[src/rtl/clkdiv_pkg.sv]
package clkdiv_pkg;
  localparam int unsigned CNT_W = 5;  // holds common period up to 20
  localparam int unsigned PH_W  = 3;  // holds ratio up to 6

  typedef logic [CNT_W-1:0] cnt_t;
  typedef logic [PH_W-1:0]  ph_t;

  function automatic ph_t div_a(input logic s);
    return s ? ph_t'(4) : ph_t'(2);
  endfunction

  function automatic ph_t hi_a(input logic s);
    return s ? ph_t'(2) : ph_t'(1);
  endfunction

  function automatic ph_t div_b(input logic [1:0] s);
    case (s)
      2'b01:   return ph_t'(6);
      2'b10:   return ph_t'(5);
      default: return ph_t'(4);
    endcase
  endfunction

  function automatic ph_t hi_b(input logic [1:0] s);
    case (s)
      2'b01, 2'b10: return ph_t'(3);
      default:      return ph_t'(2);
    endcase
  endfunction

  // least common multiple of both ratios
  function automatic cnt_t period(input logic sa, input logic [1:0] sb);
    case ({sa, sb})
      3'b001:  return cnt_t'(6);
      3'b010:  return cnt_t'(10);
      3'b101:  return cnt_t'(12);
      3'b110:  return cnt_t'(20);
      default: return cnt_t'(4);
    endcase
  endfunction
endpackage

[src/rtl/clkdiv_en_sync.sv]
module clkdiv_en_sync (
  input  logic clk_i,
  input  logic rst_ni,
  input  logic en_i,
  output logic en_q_o
);
  // captured while the input clock is low
  always_ff @(negedge clk_i or negedge rst_ni) begin
    if (!rst_ni) en_q_o <= 1'b0;
    else         en_q_o <= en_i;
  end
endmodule

[src/rtl/clkdiv_base.sv]
module clkdiv_base #(
  parameter int unsigned CNT_W = 5
) (
  input  logic             clk_i,
  input  logic             rst_ni,
  input  logic             adv_i,
  input  logic [CNT_W-1:0] period_i,
  output logic             wrap_o,
  output logic [CNT_W-1:0] cnt_o
);
  logic [CNT_W-1:0] cnt_q;
  logic             last;

  assign last   = (cnt_q >= period_i - CNT_W'(1));
  assign wrap_o = adv_i && last;
  assign cnt_o  = cnt_q;

  always_ff @(posedge clk_i or negedge rst_ni) begin
    if (!rst_ni)    cnt_q <= '0;
    else if (adv_i) cnt_q <= last ? '0 : cnt_q + CNT_W'(1);
  end

  a_r10_cnt_range: assert property (@(posedge clk_i) disable iff (!rst_ni)
    cnt_q < period_i);
endmodule

[src/rtl/clkdiv_phase.sv]
module clkdiv_phase #(
  parameter int unsigned PH_W = 3
) (
  input  logic            clk_i,
  input  logic            rst_ni,
  input  logic            adv_i,
  input  logic            wrap_i,
  input  logic [PH_W-1:0] div_i,
  input  logic [PH_W-1:0] hi_i,
  output logic            clk_o
);
  logic [PH_W-1:0] ph_q;
  logic            out_q;

  always_ff @(posedge clk_i or negedge rst_ni) begin
    if (!rst_ni) begin
      ph_q  <= '0;
      out_q <= 1'b0;
    end else begin
      out_q <= adv_i && (ph_q < hi_i);
      if (adv_i) begin
        // common wrap re-zeroes the phase
        if (wrap_i || ph_q >= div_i - PH_W'(1)) ph_q <= '0;
        else                                    ph_q <= ph_q + PH_W'(1);
      end
    end
  end

  assign clk_o = out_q;

  // checker: length of the current high run
  logic [PH_W-1:0] hi_run;
  always_ff @(posedge clk_i or negedge rst_ni) begin
    if (!rst_ni)    hi_run <= '0;
    else if (out_q) hi_run <= hi_run + PH_W'(1);
    else            hi_run <= '0;
  end

  a_r5_full_pulse: assert property (@(posedge clk_i) disable iff (!rst_ni)
    (!out_q && hi_run != '0) |-> (hi_run == hi_i));

  a_r10_phase_wraps: assert property (@(posedge clk_i) disable iff (!rst_ni)
    wrap_i |=> (ph_q == '0));
endmodule

[src/rtl/clkdiv_dual.sv]
module clkdiv_dual
  import clkdiv_pkg::*;
(
  input  logic       clk_i,
  input  logic       rst_ni,
  input  logic       en_i,
  input  logic       sel_a_i,
  input  logic [1:0] sel_b_i,
  output logic       clk_a_o,
  output logic       clk_b_o
);
  logic       cfg_vld;
  logic       sel_a_q;
  logic [1:0] sel_b_q;
  logic       sel_a;
  logic [1:0] sel_b;
  logic       en_q;
  logic       adv;
  logic       wrap;
  cnt_t       cnt;

  // selects are frozen from the first edge after reset
  always_ff @(posedge clk_i or negedge rst_ni) begin
    if (!rst_ni) begin
      cfg_vld <= 1'b0;
      sel_a_q <= 1'b0;
      sel_b_q <= 2'b00;
    end else if (!cfg_vld) begin
      cfg_vld <= 1'b1;
      sel_a_q <= sel_a_i;
      sel_b_q <= sel_b_i;
    end
  end

  assign sel_a = cfg_vld ? sel_a_q : sel_a_i;
  assign sel_b = cfg_vld ? sel_b_q : sel_b_i;

  clkdiv_en_sync u_en (
    .clk_i  (clk_i),
    .rst_ni (rst_ni),
    .en_i   (en_i),
    .en_q_o (en_q)
  );

  // keep stepping while any pulse is high so none is cut short
  assign adv = en_q || clk_a_o || clk_b_o;

  clkdiv_base #(.CNT_W(CNT_W)) u_base (
    .clk_i    (clk_i),
    .rst_ni   (rst_ni),
    .adv_i    (adv),
    .period_i (period(sel_a, sel_b)),
    .wrap_o   (wrap),
    .cnt_o    (cnt)
  );

  clkdiv_phase #(.PH_W(PH_W)) u_ph_a (
    .clk_i  (clk_i),
    .rst_ni (rst_ni),
    .adv_i  (adv),
    .wrap_i (wrap),
    .div_i  (div_a(sel_a)),
    .hi_i   (hi_a(sel_a)),
    .clk_o  (clk_a_o)
  );

  clkdiv_phase #(.PH_W(PH_W)) u_ph_b (
    .clk_i  (clk_i),
    .rst_ni (rst_ni),
    .adv_i  (adv),
    .wrap_i (wrap),
    .div_i  (div_b(sel_b)),
    .hi_i   (hi_b(sel_b)),
    .clk_o  (clk_b_o)
  );

  a_r3_common_rise: assert property (@(posedge clk_i) disable iff (!rst_ni)
    (adv && cnt == '0) |=> (clk_a_o && clk_b_o));

  a_r6_hold_low: assert property (@(posedge clk_i) disable iff (!rst_ni)
    (!en_q && !clk_a_o && !clk_b_o) |=> (!clk_a_o && !clk_b_o && $stable(cnt)));

  a_r4_start_needs_en: assert property (@(posedge clk_i) disable iff (!rst_ni)
    (!clk_a_o && !clk_b_o && !en_q) |=> !$rose(clk_a_o));

  always @(negedge clk_i) begin
    if (!rst_ni) a_r7_reset_low: assert (!clk_a_o && !clk_b_o);
  end
endmodule

[config.mk]
export PLATFORM = sky130hd
export DESIGN_NAME = clkdiv_dual
export DESIGN_NICKNAME = d
export VERILOG_FILES = /design/src/rtl/clkdiv_pkg.sv /design/src/rtl/clkdiv_en_sync.sv /design/src/rtl/clkdiv_base.sv /design/src/rtl/clkdiv_phase.sv /design/src/rtl/clkdiv_dual.sv
export SDC_FILE = /design/constraint.sdc
export NUM_CORES = 1
export LEC_CHECK = 0
export ABC_AREA = 1
export BUFFER_PORTS_ARGS = -buffer_cell sky130_fd_sc_hd__buf_2
export CAP_MARGIN = 0
export CORE_MARGIN = 2
export CORE_UTILIZATION = 55
export DETAILED_ROUTE_END_ITERATION = 10
export HOLD_SLACK_MARGIN = 0.1
export PLACE_DENSITY_LB_ADDON = 0.08
export SETUP_SLACK_MARGIN = 0.4
export SLEW_MARGIN = 25
export SYNTH_ARGS = -nofsm -noshare
export SYNTH_HDL_FRONTEND = slang
export SYNTH_HIERARCHICAL = 1
export SYNTH_SLANG_ARGS = --single-unit
[constraint.sdc]
create_clock -name clk_i -period 5.9 [get_ports clk_i]
set_input_delay 1.18 -clock clk_i [delete_from_list [all_inputs] [get_ports clk_i]]
set_output_delay 1.18 -clock clk_i [all_outputs]
set_load 0.05 [all_outputs]
==> impl_metrics.tcl, run 1 <==
set metrics [dict create \
    p_leak_uw 0.0009151 \
    track_usage_pct 18.18 \
    cts_setup_buffers 0 \
    critPathMaxFanout 21 \
    p_int_uw 311.8 \
    finalHoldViolations 0 \
    wl_met3_um 58 \
    drtIter0Drc 18 \
    wl_met2_um 1170 \
    clk_latency_ps 280 \
    postRouteAntennaNets 0 \
    synthMostInstantiatedCell "nand2_1" \
    ys_ff_latch 18 \
    die_y_um 54.95 \
    vdd_drop_max_mv 0.2582 \
    grt_pass1_wl_um 3967 \
    fillCellCount 230 \
    io_buffers 7 \
    finalSetupViolCount 0 \
    drcViolationCount 0 \
    grt_pass1_vias 1054 \
    clock-sinks 18 \
    synth_area_leaders "dfrtp_1 (30%), ha_1 (20%), nand2_1 (14%), inv_1 (9.5%), xnor2_1 (3.1%)" \
    seqCellArea_sq_um 450.4 \
    drive_gt1_share_pct 12.25 \
    cts_buffers 3 \
    initial_utilization_pct 57.63 \
    wl_met1_um 1107 \
    maxCapViolations 0 \
    tns_ps 0 \
    slew_headroom_pct 53.03 \
    synthCells 188 \
    dp.cells 230 \
    n_antenna_cell 0 \
    rsz0062_at_grt "false" \
    grt_max_degree 22 \
    skew_ps 3.654 \
    dieWidth_um 54.95 \
    grt_antenna_before_repair 0 \
    synth_top_area_share_pct 29.80 \
    whs_path_depth 2 \
    pwr-share-seq_pct 34.6 \
    synth-edff-count 0 \
    pwr_density_cell_nw_per_um2 379.6 \
    fp.coreArea_sq_um 2477 \
    cts-root-buf "clkbuf_4" \
    seq_area_frac_synth_pct 31.55 \
    syn_area_per_cell_sq_um 7.594 \
    multi_input_area_sq_um 837.1 \
    synthTopCellsByCount "nand2_1 (55), inv_1 (36), ha_1 (23)" \
    slew_viol_final 0 \
    grt.overflow.total 0 \
    instances_no_fill 234 \
    dp_hpwl_um 1974 \
    async_flop_share_pct 100.0 \
    vias 1103 \
    wl_per_cell_um 10.10 \
    cp-end-kind "flip-flop" \
    num_rows 18 \
    worstSetupPathType "flip-flop to flip-flop" \
    synth_area_leader_cell "dfrtp_1" \
    die-area_sq_um 3019 \
    cp-start-kind "flip-flop" \
    tritoncts "yes" \
    clk_pin_slew_ps 100 \
    worstPathArrival_ps 4850 \
    place_congestion 0.8283 \
    vias_per_cell 4.714 \
    routed_wirelength_um 2364 \
    io_pins 8 \
    h-tree-depth 1 \
    synth_flop_cell "dfrtp_1" \
    synthToLayoutAreaGrowth_pct 7.712 \
    ctsResizeCount 0 \
    yosysWarnings 6 \
    power_frac_comb_pct 54.6 \
    firstDrtPassIters 4 \
    switchingPower_uw 271.9 \
    power_frac_clock_pct 10.7 \
    topRoutingLayerUsed "met4" \
    fin_nets 234 \
    yosysUniqueCellTypes 26 \
    required_ps 6050 \
    p_sw_share_pct 46.58 \
    hold_class "flip-flop to flip-flop" \
    worst_pin_slew_ps 702.9 \
    status "finished, final reports clean" \
    clock_path_buffers 2 \
    reg2reg_depth 9 \
    synthesis.area_sq_um 1428 \
    holdBufCountCts 0 \
]
[layer usage]
| layer | GRT usage [%] | vias to the layer above |
|---|---|---|
| met3 | 2.419 | 4 |
| met1 | 21.20 | 487 |
| li1 | - | 600 |
| met4 | 6.098 | 0 |
| met5 | 0 | - |
| met2 | 33.93 | 12 |
[layout make-up]
class	instances	area share, %
Multi-Input combinational cell	135	54.43
Sequential cell	18	29.29
Inverter	40	9.845
Tap cell	30	2.441
Timing Repair Buffer	7	2.278
Clock buffer	4	1.709
[placed cells by master, fill, tap and decap left out, drive strengths merged]
cell / count
a31oi: 1
nand4: 1
buf: 7
inv: 39
mux2i: 1
clkbuf: 4
dfrtp: 17
a21oi: 9
dfrtn: 1
clkinv: 1
nor3: 1
xnor2: 5
ha: 23
xor2: 2
nand3b: 2
nor2: 11
o21ai: 5
conb: 8
nand3: 7
nand2: 59
[worst max-delay path: stages (launching register included)]
cell and delay (ps):
dfrtn_1 390, nor2_1 40, nand2_1 510, inv_1 130
a31oi_1 230, nor2_1 70, nand2_1 60, inv_1 40
nand2_1 80, a21oi_1 70
[registers in the layout (all words and copies together), names as in the netlist]
| register | count |
|---|---|
| sel_a_q | 1 |
| u_ph_b/clk_o | 1 |
| u_ph_b/ph_q | 3 |
| u_en/en_q_o | 1 |
| sel_b_q | 2 |
| cfg_vld | 1 |
| u_base/cnt_o | 5 |
| u_ph_a/clk_o | 1 |
| u_ph_a/ph_q | 3 |
[cell families (layout without fill, tap and decap cells)]
| family | count (synthesis) | after routing | share of synthesized area, % |
|---|---|---|---|
| compound gates | 15 | 15 | 5.872 |
| xor+xnor | 7 | 7 | 4.295 |
| fa+ha+maj | 23 | 23 | 20.16 |
| buf+inv | 41 | 51 | 11.39 |
| flops | 18 | 18 | 31.55 |
| mux | 1 | 1 | 0.7012 |
| other cells | 2 | 8 | 0.5261 |
| simple gates | 81 | 81 | 25.50 |
[path summary, 6_finish.rpt]
check                                            from                    endpoint  slack (ps)
min in group asynchronous                      rst_ni        sel_b_q[0]$_DFF_PN0_         810
worst min register to register   sel_b_q[0]$_DFF_PN0_        sel_b_q[0]$_DFF_PN0_         530
worst max register to register  u_en/en_q_o$_DFF_NN0_  u_ph_a/ph_q[2]$_DFFE_PN0P_        1200
worst max-delay path            u_en/en_q_o$_DFF_NN0_  u_ph_a/ph_q[2]$_DFFE_PN0P_        1200
max in group asynchronous                      rst_ni       u_en/en_q_o$_DFF_NN0_        1930
worst min-delay path             sel_b_q[0]$_DFF_PN0_        sel_b_q[0]$_DFF_PN0_         530
[stage by stage]
stage | total power, uW | area [sq um] | setup slack, ps | hold WS (ps) | utilization, %
2_1_floorplan | 455.0 | 1450 | 1500 | 480.7 | -
3_3_place_gp | 506.2 | 1511 | 1298 | 501.5 | 61.01
3_5_place_dp | 527.1 | 1511 | 1184 | 513.9 | 61.01
4_1_cts | 591.1 | 1538 | 1185 | 536.9 | 62.07
5_1_grt | 648.9 | 1538 | 1055 | 562.7 | 62.07
6_report | 583.7 | 1538 | 1201 | 528.9 | 62.07
[power by group through the flow]
stage / Clock [uW] / Combinational, uW / Sequential (uW)
3_3_place_gp: 0 / 302 / 205
4_1_cts: 64.1 / 323 / 204
6_report: 62.7 / 319 / 202
2_1_floorplan: 0 / 240 / 215
3_5_place_dp: 0 / 322 / 205
5_1_grt: 68.1 / 372 / 209
(Power assumes the default switching activity.)
==> inputs of run 2 (changes only) <==
--- a/config.mk
+++ b/config.mk
@@ -5,11 +5,11 @@
 export SDC_FILE = /design/constraint.sdc
 export NUM_CORES = 1
 export LEC_CHECK = 0
-export ABC_AREA = 1
+export ABC_AREA = 0
 export BUFFER_PORTS_ARGS = -buffer_cell sky130_fd_sc_hd__buf_2
 export CAP_MARGIN = 0
 export CORE_MARGIN = 2
-export CORE_UTILIZATION = 55
+export CORE_UTILIZATION = 54
 export DETAILED_ROUTE_END_ITERATION = 10
 export HOLD_SLACK_MARGIN = 0.1
 export PLACE_DENSITY_LB_ADDON = 0.08
==> constraint.sdc (replaced) <==
create_clock -name clk_i -period 3.8 [get_ports clk_i]
set_input_delay 0.76 -clock clk_i [delete_from_list [all_inputs] [get_ports clk_i]]
set_output_delay 0.76 -clock clk_i [all_outputs]
set_load 0.05 [all_outputs]
==> impl_metrics.tcl, run 2 <==
set metrics [dict create \
    status "finished, final reports clean" \
    io_pins 8 \
    routed_wirelength_um 2360 \
    clock_path_buffers 2 \
    seq_area_frac_synth_pct 34.22 \
    place_congestion 0.7847 \
    power_uw 1096 \
    synthCells 136 \
    finalSetupViolCount 0 \
    wl_per_cell_um 12.55 \
    synthToLayoutAreaGrowth_pct 18.63 \
    grt_max_degree 25 \
    grt_pass1_wl_um 4167 \
    r2r_slack_ps 390 \
    grt_antenna_before_repair 0 \
    synth-edff-count 0 \
    fin_nets 190 \
    track_usage_pct 20.43 \
    fp.coreArea_sq_um 2255 \
    clk_pin_slew_ps 110 \
    rsz0062_at_grt "true" \
    syn_area_per_cell_sq_um 9.678 \
    num_rows 17 \
    dieWidth_um 53.37 \
    die_y_um 53.37 \
    cp-end-kind "flip-flop" \
    final_common_cell "inv_1" \
    synth_flop_cell "dfrtp_1" \
    drive_gt1_share_pct 21.88 \
    grt_pass1_vias 1020 \
    p_leak_uw 0.0007917 \
    slew_viol_final 0 \
    holdBufCountCts 0 \
    tritoncts "yes" \
    r2r_start "u_en/en_q_o$_DFF_NN0_" \
    maxCapViolations 0 \
    hold_class "input port to async pin" \
    instances_no_fill 188 \
    worstPathArrival_ps 3610 \
    r2r-end "u_ph_a/ph_q[2]$_DFFE_PN0P_" \
    initial_utilization_pct 58.38 \
    synth_area_leaders "dfrtp_1 (32%), ha_1 (22%), inv_1 (6.6%), nand2b_1 (3.3%), xnor2_1 (3.3%)" \
    synthesis.area_sq_um 1316 \
    synth_area_leader_cell "dfrtp_1" \
    pwr_density_cell_nw_per_um2 701.9 \
    required_ps 4000 \
    yosysWarnings 6 \
    synthTopCellsByCount "ha_1 (23), inv_1 (23), dfrtp_1 (17)" \
    cts-root-buf "clkbuf_4" \
    yosysUniqueCellTypes 34 \
    worst_hold_slack_ps 465.3 \
    n_antenna_cell 0 \
    reg2reg_depth 6 \
    grt.overflow.total 0 \
    vias 986 \
    io_buffers 7 \
    clk_latency_ps 290 \
    finalHoldViolations 0 \
    cts_buffers 3 \
    vdd_drop_max_mv 0.4889 \
    firstDrtPassIters 4 \
    die-area_sq_um 2848 \
    postRouteAntennaNets 0 \
    drtIter0Drc 7 \
    skew_ps 4.547 \
    ys_ff_latch 18 \
    synth_top_area_share_pct 32.32 \
    critPathMaxFanout 2 \
    clock-sinks 18 \
    h-tree-depth 1 \
    final_cell_mix "inv_1 (23), ha_1 (20), dfrtp_1 (16)" \
    cp-start-kind "flip-flop" \
    async_flop_share_pct 100.0 \
    dp_hpwl_um 1861 \
    drcViolationCount 0 \
    dp.cells 179 \
    vias_per_cell 5.245 \
    tns_ps 0 \
    worstSetupPathType "flip-flop to flip-flop" \
    largest_reg_flops 5 \
]
## run 2: cell count changes in the layout (fill, tap and decap cells not counted), sizes merged, moves of 4 or more
cell / delta
nand3: -7
o22ai: +4
a21oi: -4
nor2: -7
nand2b: +7
nand2: -53
mux2i: +4
inv: -16
buf: +8
## run 2: logic make-up after synthesis
| logic type | share of synthesized area (%) |
|---|---|
| AOI/OAI and AO/OA | 14.45 |
| xor gates and xnor gates | 5.323 |
| adders and majority gates | 21.86 |
| buffers and inverters | 6.844 |
| DFF | 34.22 |
| muxes | 5.228 |
| other | 0.5706 |
| and+or+nand+nor | 11.50 |
## run 2: layer usage
layer	wire length, um	track usage, %
met5	0	0
met4	26	8.974
met3	40	2.542
met2	1187	36.21
met1	1105	24.33
## run 2: cell type report
class	count	area, sq um
Multi-Input combinational cell	100	857.1
Fill cell	189	693.2
Sequential cell	18	451.7
Timing Repair Buffer	15	95.09
Inverter	23	86.33
Clock buffer	4	36.28
Tap cell	28	35.03
## run 2: how the worst max path moves through the flow
stage | startpoint | to | slack (ps) | cells past startpoint
5_1_grt | sel_b_i[0] | u_ph_a/ph_q[0]$_DFFE_PN0P_ | 280 | 17
2_1_floorplan | u_en/en_q_o$_DFF_NN0_ | u_ph_a/ph_q[2]$_DFFE_PN0P_ | 290 | 6
3_5_place_dp | sel_b_i[0] | u_ph_a/ph_q[2]$_DFFE_PN0P_ | 60 | 16
3_3_place_gp | sel_b_i[1] | u_ph_a/ph_q[2]$_DFFE_PN0P_ | 130 | 16
6_report | u_en/en_q_o$_DFF_NN0_ | u_ph_a/ph_q[2]$_DFFE_PN0P_ | 390 | 6
4_1_cts | u_en/en_q_o$_DFF_NN0_ | u_ph_b/ph_q[2]$_DFFE_PN0P_ | 390 | 5
## run 2: stage by stage
stage	setup WS (ps)	instance area, sq um	utilization, %
6_report	390.2	1562	69.26
4_1_cts	386.1	1501	66.59
2_1_floorplan	285.5	1356	-
3_3_place_gp	125.6	1435	63.65
3_5_place_dp	58.06	1435	63.65
5_1_grt	281.2	1562	69.26
## run 2: timing repair
action                                  4_1_cts  5_1_grt
pin swaps                                     1        4
setup buffers                                 1        4
endpoints found under the setup margin        2        6
resized for setup                             4        9
hold endpoints to repair                      0        0
## run 2: critical path: stages, from the launching register on
cell and delay (ps):
dfrtn_1 340, or3_4 320, and2_4 170, a211oi_4 230, buf_4 150, o2111ai_1 110, o311ai_2 90
## run 2: report_power, final
group | total [uW] | switching [uW] | internal [uW]
clock network | 119 | 60.3 | 58.3
registers | 315 | 57.0 | 258
logic | 662 | 341 | 321
==> inputs of run 3 (changes only) <==
--- a/config.mk
+++ b/config.mk
@@ -5,9 +5,8 @@
 export SDC_FILE = /design/constraint.sdc
 export NUM_CORES = 1
 export LEC_CHECK = 0
-export ABC_AREA = 0
+export ABC_AREA = 1
 export BUFFER_PORTS_ARGS = -buffer_cell sky130_fd_sc_hd__buf_2
-export CAP_MARGIN = 0
 export CORE_MARGIN = 2
 export CORE_UTILIZATION = 54
 export DETAILED_ROUTE_END_ITERATION = 10
==> impl_metrics.tcl, run 3 (synthesized netlist as in run 1, its figures left out) <==
set metrics [dict create \
    status "finished, final reports clean" \
    grt_pass1_vias 1106 \
    cp-start-kind "flip-flop" \
    num_rows 18 \
    cpMostUsedCell "nand2_1" \
    dieWidth_um 55.42 \
    worstPathArrival_ps 3350 \
    cts_buffers 3 \
    final_common_cell "nand2_1" \
    vdd_drop_max_mv 0.4252 \
    wl_per_cell_um 10.43 \
    largest_reg_flops 5 \
    cp_cell_sequence "nor2_1 -> nand2_1 -> buf_4 -> nand2_1 -> nor2_2 -> xor2_1 -> a21oi_1" \
    grt_antenna_before_repair 0 \
    r2r_slack_ps 640 \
    final_cell_mix "nand2_1 (55), inv_1 (36), ha_1 (23)" \
    tns_ps 0 \
    clk_latency_ps 300 \
    required_ps 3990 \
    grt_max_degree 21 \
    n_antenna_cell 0 \
    cts-root-buf "clkbuf_4" \
    vias_per_cell 4.745 \
    cp_slowest_cell "dfrtn_1" \
    clk_pin_slew_ps 110 \
    critPathMaxFanout 20 \
    h-tree-depth 1 \
    cpPeakStageDelay_ps 400 \
    clock-sinks 18 \
    synthToLayoutAreaGrowth_pct 8.939 \
    cp-end-kind "flip-flop" \
    pwr_density_cell_nw_per_um2 600.9 \
    dpl_cell_area_sq_um 1519 \
    finalHoldViolations 0 \
    tritoncts "yes" \
    cts_setup_buffers 0 \
    drtIter0Drc 32 \
    hold_class "input port to async pin" \
    fin_nets 235 \
    worstSetupPathType "flip-flop to flip-flop" \
    fillCellCount 249 \
    crit_cells 7 \
    maxCapViolations 0 \
    slew_viol_final 0 \
    place_congestion 0.7639 \
    vias 1115 \
    drive_gt1_share_pct 13.17 \
    die-area_sq_um 3071 \
    finalSetupViolCount 0 \
    die_y_um 55.42 \
    clock_path_buffers 2 \
    worst_hold_slack_ps 370.9 \
    cp.buffers_inverters 1 \
    initial_utilization_pct 57.11 \
    firstDrtPassIters 3 \
    cpLargestDelayFamily "flip-flops" \
    routed_wirelength_um 2452 \
    grt_pass1_wl_um 4353 \
    fp.coreArea_sq_um 2500 \
    grt.overflow.total 0 \
    io_buffers 7 \
    ctsResizeCount 0 \
    holdBufCountCts 0 \
    final_area_sq_um 1555 \
    track_usage_pct 17.60 \
    dp_hpwl_um 1937 \
    rsz0062_at_grt "false" \
    io_pins 8 \
    skew_ps 2.467 \
    postRouteAntennaNets 0 \
    drcViolationCount 0 \
    p_leak_uw 0.0009253 \
    reg2reg_depth 7 \
]
[run 3: cell count changes in the layout (fill, tap and decap cells not counted), moves of 3 or more]
cell      previous run  this run
buf_4                8         1
ha_1                20        23
ha_2                 3         0
inv_1               23        36
inv_2                0         3
mux2i_2              3         0
nand2_1              6        55
nand2b_1             7         0
nand3_1              0         4
nand3_2              0         3
nor2_1               4         9
o21ai_0              1         4
o22ai_1              4         0
[run 3: metrics by stage]
stage | power, uW | setup WS [ps] | utilization (%) | std cells
2_1_floorplan | 706.4 | 450.2 | - | 194
3_3_place_gp | 794.4 | 567.7 | 60.76 | 231
3_5_place_dp | 817.5 | 494.2 | 60.76 | 231
4_1_cts | 945.9 | 636.9 | 62.21 | 235
5_1_grt | 1047 | 434.5 | 62.21 | 235
6_report | 934.5 | 643.1 | 62.21 | 235
[run 3: metal layers]
layer  global-route usage [%]  part of all wire (%)
met1                    20.86                    47
met2                    31.80                    50
met3                    2.810                   2.0
met4                    6.272                   1.5
met5                        0                     0
[run 3: worst paths after layout]
kind / endpoint / startpoint
setup / recovery: u_base/cnt_o[3]$_DFFE_PN0P_ / u_en/en_q_o$_DFF_NN0_
hold / removal: u_ph_b/ph_q[0]$_DFFE_PN0P_ / rst_ni
setup reg to reg: u_base/cnt_o[3]$_DFFE_PN0P_ / u_en/en_q_o$_DFF_NN0_
hold reg to reg: sel_b_q[0]$_DFF_PN0_ / sel_b_q[0]$_DFF_PN0_
max in group asynchronous: u_en/en_q_o$_DFF_NN0_ / rst_ni
min in group clk_i: sel_b_q[0]$_DFF_PN0_ / sel_b_q[0]$_DFF_PN0_
[run 3: worst reg2reg max path, delay by kind of cell, from the launching register on]
family | cells | cell delay, ps
AO/OA/AOI/OAI | 1 | 50
XOR/XNOR | 1 | 150
flip-flops | 1 | 400
buffers and inverters | 1 | 250
AND/OR/NAND/NOR | 4 | 320
[run 3: cell type report]
class                           instances  area (sq um)  share of cell area [%]
Sequential cell                        18         450.4                   28.96
Clock buffer                            4         36.28                   2.333
Multi-Input combinational cell        135         837.1                   53.82
Inverter                               40         151.4                   9.735
Timing Repair Buffer                    8         42.54                   2.735
Tap cell                               30         37.54                   2.414
[run 3: power breakdown]
part | internal [uW] | leakage, uW | switching (uW) | total [uW]
Combinational | 191 | 0.000681 | 307 | 498
Clock | 58.5 | 0.0000210 | 64.5 | 123
Sequential | 255 | 0.000223 | 58.8 | 313
